--- src/rtl/modgate_pkg.sv ---
package modgate_pkg;

    // Register offsets: the controller's behaviour is keyed on these values
    localparam logic [7:0] OFS_CLK_STAT = 8'h00;
    localparam logic [7:0] OFS_CLK_SET  = 8'h04;
    localparam logic [7:0] OFS_CLK_CLR  = 8'h08;
    localparam logic [7:0] OFS_ACT_STAT = 8'h20;
    localparam logic [7:0] OFS_ACT_SET  = 8'h24;
    localparam logic [7:0] OFS_ACT_CLR  = 8'h28;
    localparam logic [7:0] OFS_REBOOT   = 8'h2C;
    localparam logic [7:0] OFS_CPU_CLK  = 8'h40;
    localparam logic [7:0] OFS_HRST     = 8'hC0;

    // Per-bit settle machine states
    typedef enum logic [1:0] {
        SET_HOLD  = 2'd0,
        SET_WAIT  = 2'd1,
        SET_FORCE = 2'd2
    } settle_state_e;

    // One-hot write decode
    typedef struct packed {
        logic clk_set;
        logic clk_clr;
        logic act_set;
        logic act_clr;
        logic reboot;
        logic cpu;
        logic hrst;
    } wr_dec_t;

endpackage

--- src/rtl/modgate_settle_bit.sv ---
module modgate_settle_bit
    import modgate_pkg::*;
#(
    parameter int SETTLE = 6,
    localparam int CNT_W = (SETTLE < 2) ? 1 : $clog2(SETTLE + 1)
) (
    input  logic clk,
    input  logic rst_n,
    input  logic tgt_i,
    input  logic kick_i,
    input  logic force_i,
    output logic stat_o
);

    localparam logic [CNT_W-1:0] LAST = CNT_W'(SETTLE - 1);

    settle_state_e state, state_nxt;
    logic [CNT_W-1:0] cnt, cnt_nxt;
    logic finish;

    // State register
    always_ff @(posedge clk or negedge rst_n) begin
        if (!rst_n) begin
            state <= SET_HOLD;
            cnt   <= '0;
        end else begin
            state <= state_nxt;
            cnt   <= cnt_nxt;
        end
    end

    // Transitions
    always_comb begin
        state_nxt = state;
        cnt_nxt   = cnt;
        finish    = 1'b0;
        unique case (state)
            SET_HOLD: begin
                if (force_i) begin
                    state_nxt = SET_FORCE;
                    cnt_nxt   = '0;
                end else if (kick_i) begin
                    state_nxt = SET_WAIT;
                    cnt_nxt   = '0;
                end
            end
            SET_WAIT, SET_FORCE: begin
                if (force_i) begin
                    state_nxt = SET_FORCE;
                    cnt_nxt   = '0;
                end else if (kick_i) begin
                    state_nxt = SET_WAIT;
                    cnt_nxt   = '0;
                end else if (cnt == LAST) begin
                    state_nxt = SET_HOLD;
                    cnt_nxt   = '0;
                    finish    = 1'b1;
                end else begin
                    cnt_nxt = cnt + CNT_W'(1);
                end
            end
            default: begin
                state_nxt = SET_HOLD;
                cnt_nxt   = '0;
            end
        endcase
    end

    // Output register
    always_ff @(posedge clk or negedge rst_n) begin
        if (!rst_n)
            stat_o <= 1'b0;
        else if (force_i)
            stat_o <= 1'b0;
        else if (finish)
            stat_o <= tgt_i;
    end


    settle_hold_chk: assert property (@(posedge clk) disable iff (!rst_n)
        (state == SET_HOLD && !kick_i && !force_i) |=> $stable(stat_o));


    force_low_chk: assert property (@(posedge clk) disable iff (!rst_n)
        force_i |=> !stat_o);


    cnt_range_chk: assert property (@(posedge clk) disable iff (!rst_n)
        cnt <= LAST);

endmodule

--- src/rtl/modgate_settle_vec.sv ---
module modgate_settle_vec #(
    parameter int NUM_MOD = 24,
    parameter int SETTLE  = 6
) (
    input  logic               clk,
    input  logic               rst_n,
    input  logic [NUM_MOD-1:0] tgt_i,
    input  logic [NUM_MOD-1:0] kick_i,
    input  logic [NUM_MOD-1:0] force_i,
    output logic [NUM_MOD-1:0] stat_o
);

    for (genvar g = 0; g < NUM_MOD; g++) begin : g_bit
        modgate_settle_bit #(.SETTLE(SETTLE)) i_bit (
            .clk     (clk),
            .rst_n   (rst_n),
            .tgt_i   (tgt_i[g]),
            .kick_i  (kick_i[g]),
            .force_i (force_i[g]),
            .stat_o  (stat_o[g])
        );
    end

endmodule

--- src/rtl/modgate_regs.sv ---
module modgate_regs
    import modgate_pkg::*;
#(
    parameter int NUM_MOD = 24,
    parameter int ADDR_W  = 8
) (
    input  logic               clk,
    input  logic               rst_n,
    input  logic [ADDR_W-1:0]  addr_i,
    input  logic [31:0]        wdata_i,
    input  logic               wr_i,
    input  logic               rd_i,
    input  logic [NUM_MOD-1:0] clk_stat_i,
    input  logic [NUM_MOD-1:0] act_stat_i,
    output logic [31:0]        rdata_o,
    output logic [NUM_MOD-1:0] clk_ctl_o,
    output logic [NUM_MOD-1:0] act_ctl_o,
    output logic [NUM_MOD-1:0] clk_kick_o,
    output logic [NUM_MOD-1:0] act_kick_o,
    output logic [NUM_MOD-1:0] rbt_o,
    output logic               hrst_o,
    output logic               cpu_half_o
);

    wr_dec_t dec;
    logic [NUM_MOD-1:0] wbits;
    logic unused_hi;

    assign wbits     = wdata_i[NUM_MOD-1:0];
    assign unused_hi = ^wdata_i[31:NUM_MOD];

    always_comb begin
        dec         = '0;
        dec.clk_set = wr_i && (addr_i == ADDR_W'(OFS_CLK_SET));
        dec.clk_clr = wr_i && (addr_i == ADDR_W'(OFS_CLK_CLR));
        dec.act_set = wr_i && (addr_i == ADDR_W'(OFS_ACT_SET));
        dec.act_clr = wr_i && (addr_i == ADDR_W'(OFS_ACT_CLR));
        dec.reboot  = wr_i && (addr_i == ADDR_W'(OFS_REBOOT));
        dec.cpu     = wr_i && (addr_i == ADDR_W'(OFS_CPU_CLK));
        dec.hrst    = wr_i && (addr_i == ADDR_W'(OFS_HRST));
    end

    assign clk_kick_o = (dec.clk_set || dec.clk_clr) ? wbits : '0;
    assign act_kick_o = (dec.act_set || dec.act_clr) ? wbits : '0;
    assign rbt_o      = dec.reboot ? (wbits & act_ctl_o) : '0;

    always_ff @(posedge clk or negedge rst_n) begin
        if (!rst_n) begin
            clk_ctl_o  <= '0;
            act_ctl_o  <= '0;
            hrst_o     <= 1'b0;
            cpu_half_o <= 1'b0;
        end else begin
            if (dec.clk_set) clk_ctl_o <= clk_ctl_o | wbits;
            if (dec.clk_clr) clk_ctl_o <= clk_ctl_o & ~wbits;
            if (dec.act_set) act_ctl_o <= act_ctl_o | wbits;
            if (dec.act_clr) act_ctl_o <= act_ctl_o & ~wbits;
            if (dec.hrst)    hrst_o     <= wdata_i[0];
            if (dec.cpu)     cpu_half_o <= wdata_i[0];
        end
    end

    always_comb begin
        rdata_o = '0;
        if (rd_i) begin
            unique case (addr_i)
                ADDR_W'(OFS_CLK_STAT): rdata_o = 32'(clk_stat_i);
                ADDR_W'(OFS_CLK_SET):  rdata_o = 32'(clk_ctl_o);
                ADDR_W'(OFS_ACT_STAT): rdata_o = 32'(act_stat_i);
                ADDR_W'(OFS_ACT_SET):  rdata_o = 32'(act_ctl_o);
                ADDR_W'(OFS_CPU_CLK):  rdata_o = {31'd0, cpu_half_o};
                ADDR_W'(OFS_HRST):     rdata_o = {31'd0, hrst_o};
                default:               rdata_o = '0;
            endcase
        end
    end


    clk_set_chk: assert property (@(posedge clk) disable iff (!rst_n)
        dec.clk_set |=> ((clk_ctl_o & $past(wbits)) == $past(wbits)));


    clk_clr_chk: assert property (@(posedge clk) disable iff (!rst_n)
        dec.clk_clr |=> ((clk_ctl_o & $past(wbits)) == '0));


    act_keep_chk: assert property (@(posedge clk) disable iff (!rst_n)
        (!dec.act_set && !dec.act_clr) |=> $stable(act_ctl_o));


    hrst_lvl_chk: assert property (@(posedge clk) disable iff (!rst_n)
        dec.hrst |=> (hrst_o == $past(wdata_i[0])));

endmodule

--- src/rtl/modgate_ctrl.sv ---
module modgate_ctrl #(
    parameter int NUM_MOD = 24,
    parameter int SETTLE  = 6,
    parameter int ADDR_W  = 8
) (
    input  logic               clk,
    input  logic               rst_n,
    input  logic [ADDR_W-1:0]  addr_i,
    input  logic [31:0]        wdata_i,
    input  logic               wr_i,
    input  logic               rd_i,
    output logic [31:0]        rdata_o,
    output logic [NUM_MOD-1:0] clk_en_o,
    output logic [NUM_MOD-1:0] act_en_o,
    output logic [NUM_MOD-1:0] clk_stat_o,
    output logic [NUM_MOD-1:0] act_stat_o,
    output logic               hrst_o,
    output logic               cpu_half_o
);

    logic [NUM_MOD-1:0] clk_kick, act_kick, rbt, act_settled, no_force;

    assign no_force = '0;

    modgate_regs #(.NUM_MOD(NUM_MOD), .ADDR_W(ADDR_W)) i_regs (
        .clk        (clk),
        .rst_n      (rst_n),
        .addr_i     (addr_i),
        .wdata_i    (wdata_i),
        .wr_i       (wr_i),
        .rd_i       (rd_i),
        .clk_stat_i (clk_stat_o),
        .act_stat_i (act_stat_o),
        .rdata_o    (rdata_o),
        .clk_ctl_o  (clk_en_o),
        .act_ctl_o  (act_en_o),
        .clk_kick_o (clk_kick),
        .act_kick_o (act_kick),
        .rbt_o      (rbt),
        .hrst_o     (hrst_o),
        .cpu_half_o (cpu_half_o)
    );

    modgate_settle_vec #(.NUM_MOD(NUM_MOD), .SETTLE(SETTLE)) i_clk_settle (
        .clk     (clk),
        .rst_n   (rst_n),
        .tgt_i   (clk_en_o),
        .kick_i  (clk_kick),
        .force_i (no_force),
        .stat_o  (clk_stat_o)
    );

    modgate_settle_vec #(.NUM_MOD(NUM_MOD), .SETTLE(SETTLE)) i_act_settle (
        .clk     (clk),
        .rst_n   (rst_n),
        .tgt_i   (act_en_o),
        .kick_i  (act_kick),
        .force_i (rbt),
        .stat_o  (act_settled)
    );

    // A module can show active only while its clock runs
    assign act_stat_o = act_settled & clk_stat_o;


    reboot_drop_chk: assert property (@(posedge clk) disable iff (!rst_n)
        (rbt != '0) |=> ((act_stat_o & $past(rbt)) == '0));


    reboot_keep_ctl_chk: assert property (@(posedge clk) disable iff (!rst_n)
        (rbt != '0) |=> $stable(act_en_o));

endmodule

--- config.mk ---
export PLATFORM = sky130hd
export DESIGN_NAME = modgate_ctrl
export DESIGN_NICKNAME = d
export VERILOG_FILES = /design/src/rtl/modgate_pkg.sv /design/src/rtl/modgate_settle_bit.sv /design/src/rtl/modgate_settle_vec.sv /design/src/rtl/modgate_regs.sv /design/src/rtl/modgate_ctrl.sv
export SDC_FILE = /design/constraint.sdc
export NUM_CORES = 1
export LEC_CHECK = 0
export BUFFER_PORTS_ARGS = -buffer_cell sky130_fd_sc_hd__buf_2
export CAP_MARGIN = 20
export CORE_MARGIN = 2
export CORE_UTILIZATION = 40
export DETAILED_ROUTE_END_ITERATION = 10
export GPL_TIMING_DRIVEN = 0
export REMOVE_ABC_BUFFERS = 1
export SLEW_MARGIN = 10
export SYNTH_ARGS = -nofsm -noshare
export SYNTH_HDL_FRONTEND = slang
export SYNTH_SLANG_ARGS = --single-unit
--- constraint.sdc ---
create_clock -name clk -period 4.32 [get_ports clk]
set_input_delay 0.432 -clock clk [delete_from_list [all_inputs] [get_ports clk]]
set_output_delay 0.432 -clock clk [all_outputs]
set_load 0.01 [all_outputs]
==> metrics.csv <==
stage;metric;value;unit
setup_path;critical path's largest stage delay;0.80;ns
clock_network;CTS tree;built;
floorplan;Initial Util;0.4067;
yosys;Yosys top cell by area;dfrtp_1;
place;worst slack at placement;0.6525;ns
timing;fin. max-slew vios;0;
detailed_routing;1st-pass router iterations;5;
grt;grt met2 use;0.3042;
setup_path;CP max FO;34;
floorplan;die height;211.0;um
power_and_ir_drop;peak supply drop;0.2484;mV
timing;Slew @ Worst Pin;1.117;ns
timing;post-layout min period;3.182;ns
detailed_routing;Routed wire per std cell;16.17;um
yosys;post-synthesis cell count;1818;
clock_network;Num CTS Buffers;38;
floorplan;# rows;75;
yosys;Synth Register Bits;314;
detailed_routing;routed wire length;39680;um
power_and_ir_drop;Final Total Pwr;10.59;mW
grt;grt total ovfl;0;
place;Placer Congestion;0.7718;
yosys;Post-synth EDFFs;0;
timing;RSZ-0062 raised after global routing;false;
grt;initial antenna violation count;1;
grt;GRT Overall Usage;0.1806;
power_and_ir_drop;clock group share of total power;0.318;
detailed_routing;drt via density;5.450;
setup_path;Max stage delay cell, worst path;buf_2;
run_status;status;completed;
yosys;main area contributors after synthesis;dfrtp_1, a21oi_1, buf_4, ha_1, mux2i_1;
clock_network;CTS resizes;0;
final_layout;Layout Area Growth over Synthesis;13.63;%
setup_path;CP Capture Type;primary output;
power_and_ir_drop;leakage power;8.651;nW
timing;Max Fclk;314.3;MHz
grt;gr busiest metal;met2;
power_and_ir_drop;Pint;7.114;mW
timing;Slew HR;0.2556;
setup_path;Startpoint Class;input port;
yosys;FFs w/ async S/R, synth;1.000;
clock_network;setup repair bufs after CTS;0;
clock_network;Reg clk slew, reported paths;0.06;ns
yosys;cell area after synthesis;17140;sq um
clock_network;clock tree buffer depth;3;
yosys;syn_area_per_cell;9.427;sq um
floorplan;area of the core;42130;sq um
yosys;Distinct cells, synth;61;
detailed_routing;remaining antenna violation count after routing;0;
timing;Hold Violations, Final;0;
floorplan;Die X;211.0;um
timing;fin crit share;0.7365;
final_layout;commonest non-fill, non-tap cell in the layout;dfrtp_1;
clock_network;clk sink count;314;
setup_path;Req. time, crit path;3.89;ns
setup_path;crit path DAT;2.75;ns
clock_network;root buf cell;clkbuf_16;
grt;first-pass GRT wire length;65410;um
final_layout;share of layout cells above drive strength 1;0.1483;
setup_path;r2r endpoint;i_act_settle.g_bit[10].i_bit.state[0]$_DFFE_PN0P_;
yosys;YS warnings;0;
grt;pin count of the biggest net entering global routing;95;
floorplan;die area;44520;sq um
grt;met3 GRT Util;0.02884;
setup_path;Worst setup startpoint;addr_i[5];
setup_path;end of the critical path;rdata_o[0];
place;Port Buffers;157;
place;dpl hpwl;27550;um
final_layout;nets@finish;1978;
setup_path;Worst R2R Setup Slack;2.60;ns
final_layout;most frequent cells in the layout;dfrtp_1, a21oi_1, buf_2, nor2_1, inv_1;
timing;Final WS setup;1.138;ns
timing;Setup Skew;0.009462;ns
clock_network;Clk Latency, worst-skew pair;0.54;ns
setup_path;critical path's most frequent cell;buf_2;
grt;number of global-route vias before repair;12945;
yosys;sequential share of the synthesized area;0.4585;
clock_network;htree depth;2;
power_and_ir_drop;Comb pwr share;0.255;
setup_path;CP Cell Sequence;buf_2 -> nand2b_2 -> o22ai_1 -> a2111oi_0 -> a31oi_1 -> nor2_1 -> buf_2;
worst_hold_path;Min-Delay Path Class;in -> reg;
power_and_ir_drop;switch share;0.3281;
power_and_ir_drop;sequential power share;0.427;
detailed_routing;DRC errors left;0;
flow_run;max_cap viols;0;
yosys;dominant synthesized flop cell;dfrtp_1;
setup_path;Crit Path Category;in -> out;
power_and_ir_drop;P_sw;3.474;mW
timing;final setup violation count;0;
detailed_routing;initial DRC count;709;
power_and_ir_drop;power density cells;543.7;nW/um^2
final_layout;ANT cells;0;
floorplan;Top Ports;174;
yosys;post-synth top area share;0.4585;
grt;GR Util met1;0.2371;
clock_network;hold buffers post-CTS;1;
detailed_routing;vias post-DR;13374;
setup_path;worst r2r path cells;4;
timing;setup tns final;0;ns
logic make-up after synthesis:
kind of cell / synth area share
AOI/OAI and AO/OA: 0.1892
and+or+nand+nor: 0.1597
DFF: 0.4585
buffers and inverters: 0.07980
muxes: 0.05855
adders and majority gates: 0.03504
xor gates and xnor gates: 0.01891
other: 0.0002188
per-layer routing:
layer	routed length [um]	vias up
li1	-	6519
met1	18330	6554
met2	19020	241
met3	1416	58
met4	900	2
met5	16	-
metrics by stage:
step,utilization,std cells,hold slack [ns],instance area (sq um)
4_1_cts,0.4622,2454,0.1256,19470
2_1_floorplan,-,1662,0.1364,16210
5_1_grt,0.4622,2454,0.1571,19470
3_3_place_gp,0.4194,2358,0.5009,17670
3_5_place_dp,0.4304,2384,0.4569,18140
6_report,0.4622,2454,0.1626,19470
power groups by stage:
stage	combinational [mW]	sequential, mW	clock [mW]
2_1_floorplan	2.10	4.40	0
3_3_place_gp	2.58	4.52	0
3_5_place_dp	2.71	4.55	0
4_1_cts	2.72	4.51	3.48
5_1_grt	3.09	4.67	3.60
6_report	2.70	4.52	3.37
cell type report:
| cell class | count | area (sq um) |
|---|---|---|
| clock inverter | 13 | 165.2 |
| multi-input combinational | 1238 | 7993 |
| inverter | 110 | 412.9 |
| sequential | 314 | 7858 |
| tap | 539 | 674.4 |
| timing repair buffer | 184 | 1209 |
| clock buffer | 56 | 1162 |
| fill | 3933 | 22660 |
synth_stat cells (4+ instances only):
| cell type | n |
|---|---|
| nor4b_1 | 10 |
| nor3b_1 | 45 |
| clkbuf_1 | 56 |
| a221oi_1 | 4 |
| dfrtp_1 | 314 |
| o22ai_1 | 29 |
| nor2_2 | 4 |
| mux2i_1 | 53 |
| xnor2_1 | 34 |
| mux2_1 | 22 |
| buf_4 | 80 |
| nor3_1 | 46 |
| nand2b_1 | 17 |
| nand3b_1 | 46 |
| nand4_1 | 4 |
| and2_1 | 33 |
| nand3_1 | 28 |
| ha_1 | 48 |
| nand2_1 | 100 |
| or3_1 | 18 |
| o21bai_1 | 16 |
| a21oi_1 | 274 |
| a21o_1 | 5 |
| buf_2 | 22 |
| nor2b_1 | 23 |
| o21ai_1 | 6 |
| mux2_2 | 20 |
| o221ai_1 | 4 |
| o2bb2ai_1 | 20 |
| a22o_1 | 23 |
| a31oi_1 | 24 |
| a22oi_1 | 15 |
| nor2_1 | 122 |
| inv_1 | 110 |
| o21ai_0 | 50 |
| a211oi_1 | 54 |
critical path: cells and delay by family:
family                 cells  cell delay (ns)
buffers and inverters      2             0.94
AND/OR/NAND/NOR            2             0.73
AO/OA/AOI/OAI              3             0.60
how the worst min path moves through the flow:
stage,cells after the start,startpoint,endpoint,slack (ns)
3_5_place_dp,1,rst_n,i_clk_settle.g_bit[19].i_bit.cnt[0]$_DFFE_PN0P_,0.46
5_1_grt,2,wdata_i[20],flip-flop,0.16
2_1_floorplan,0,rst_n,async pin,0.14
4_1_cts,2,wdata_i[20],flip-flop,0.13
6_report,2,wdata_i[20],flip-flop,0.16
3_3_place_gp,1,i_act_settle.g_bit[15].i_bit.state[1]$_DFFE_PN0P_,i_act_settle.g_bit[15].i_bit.state[1]$_DFFE_PN0P_,0.50
(Power assumes the default switching activity.)
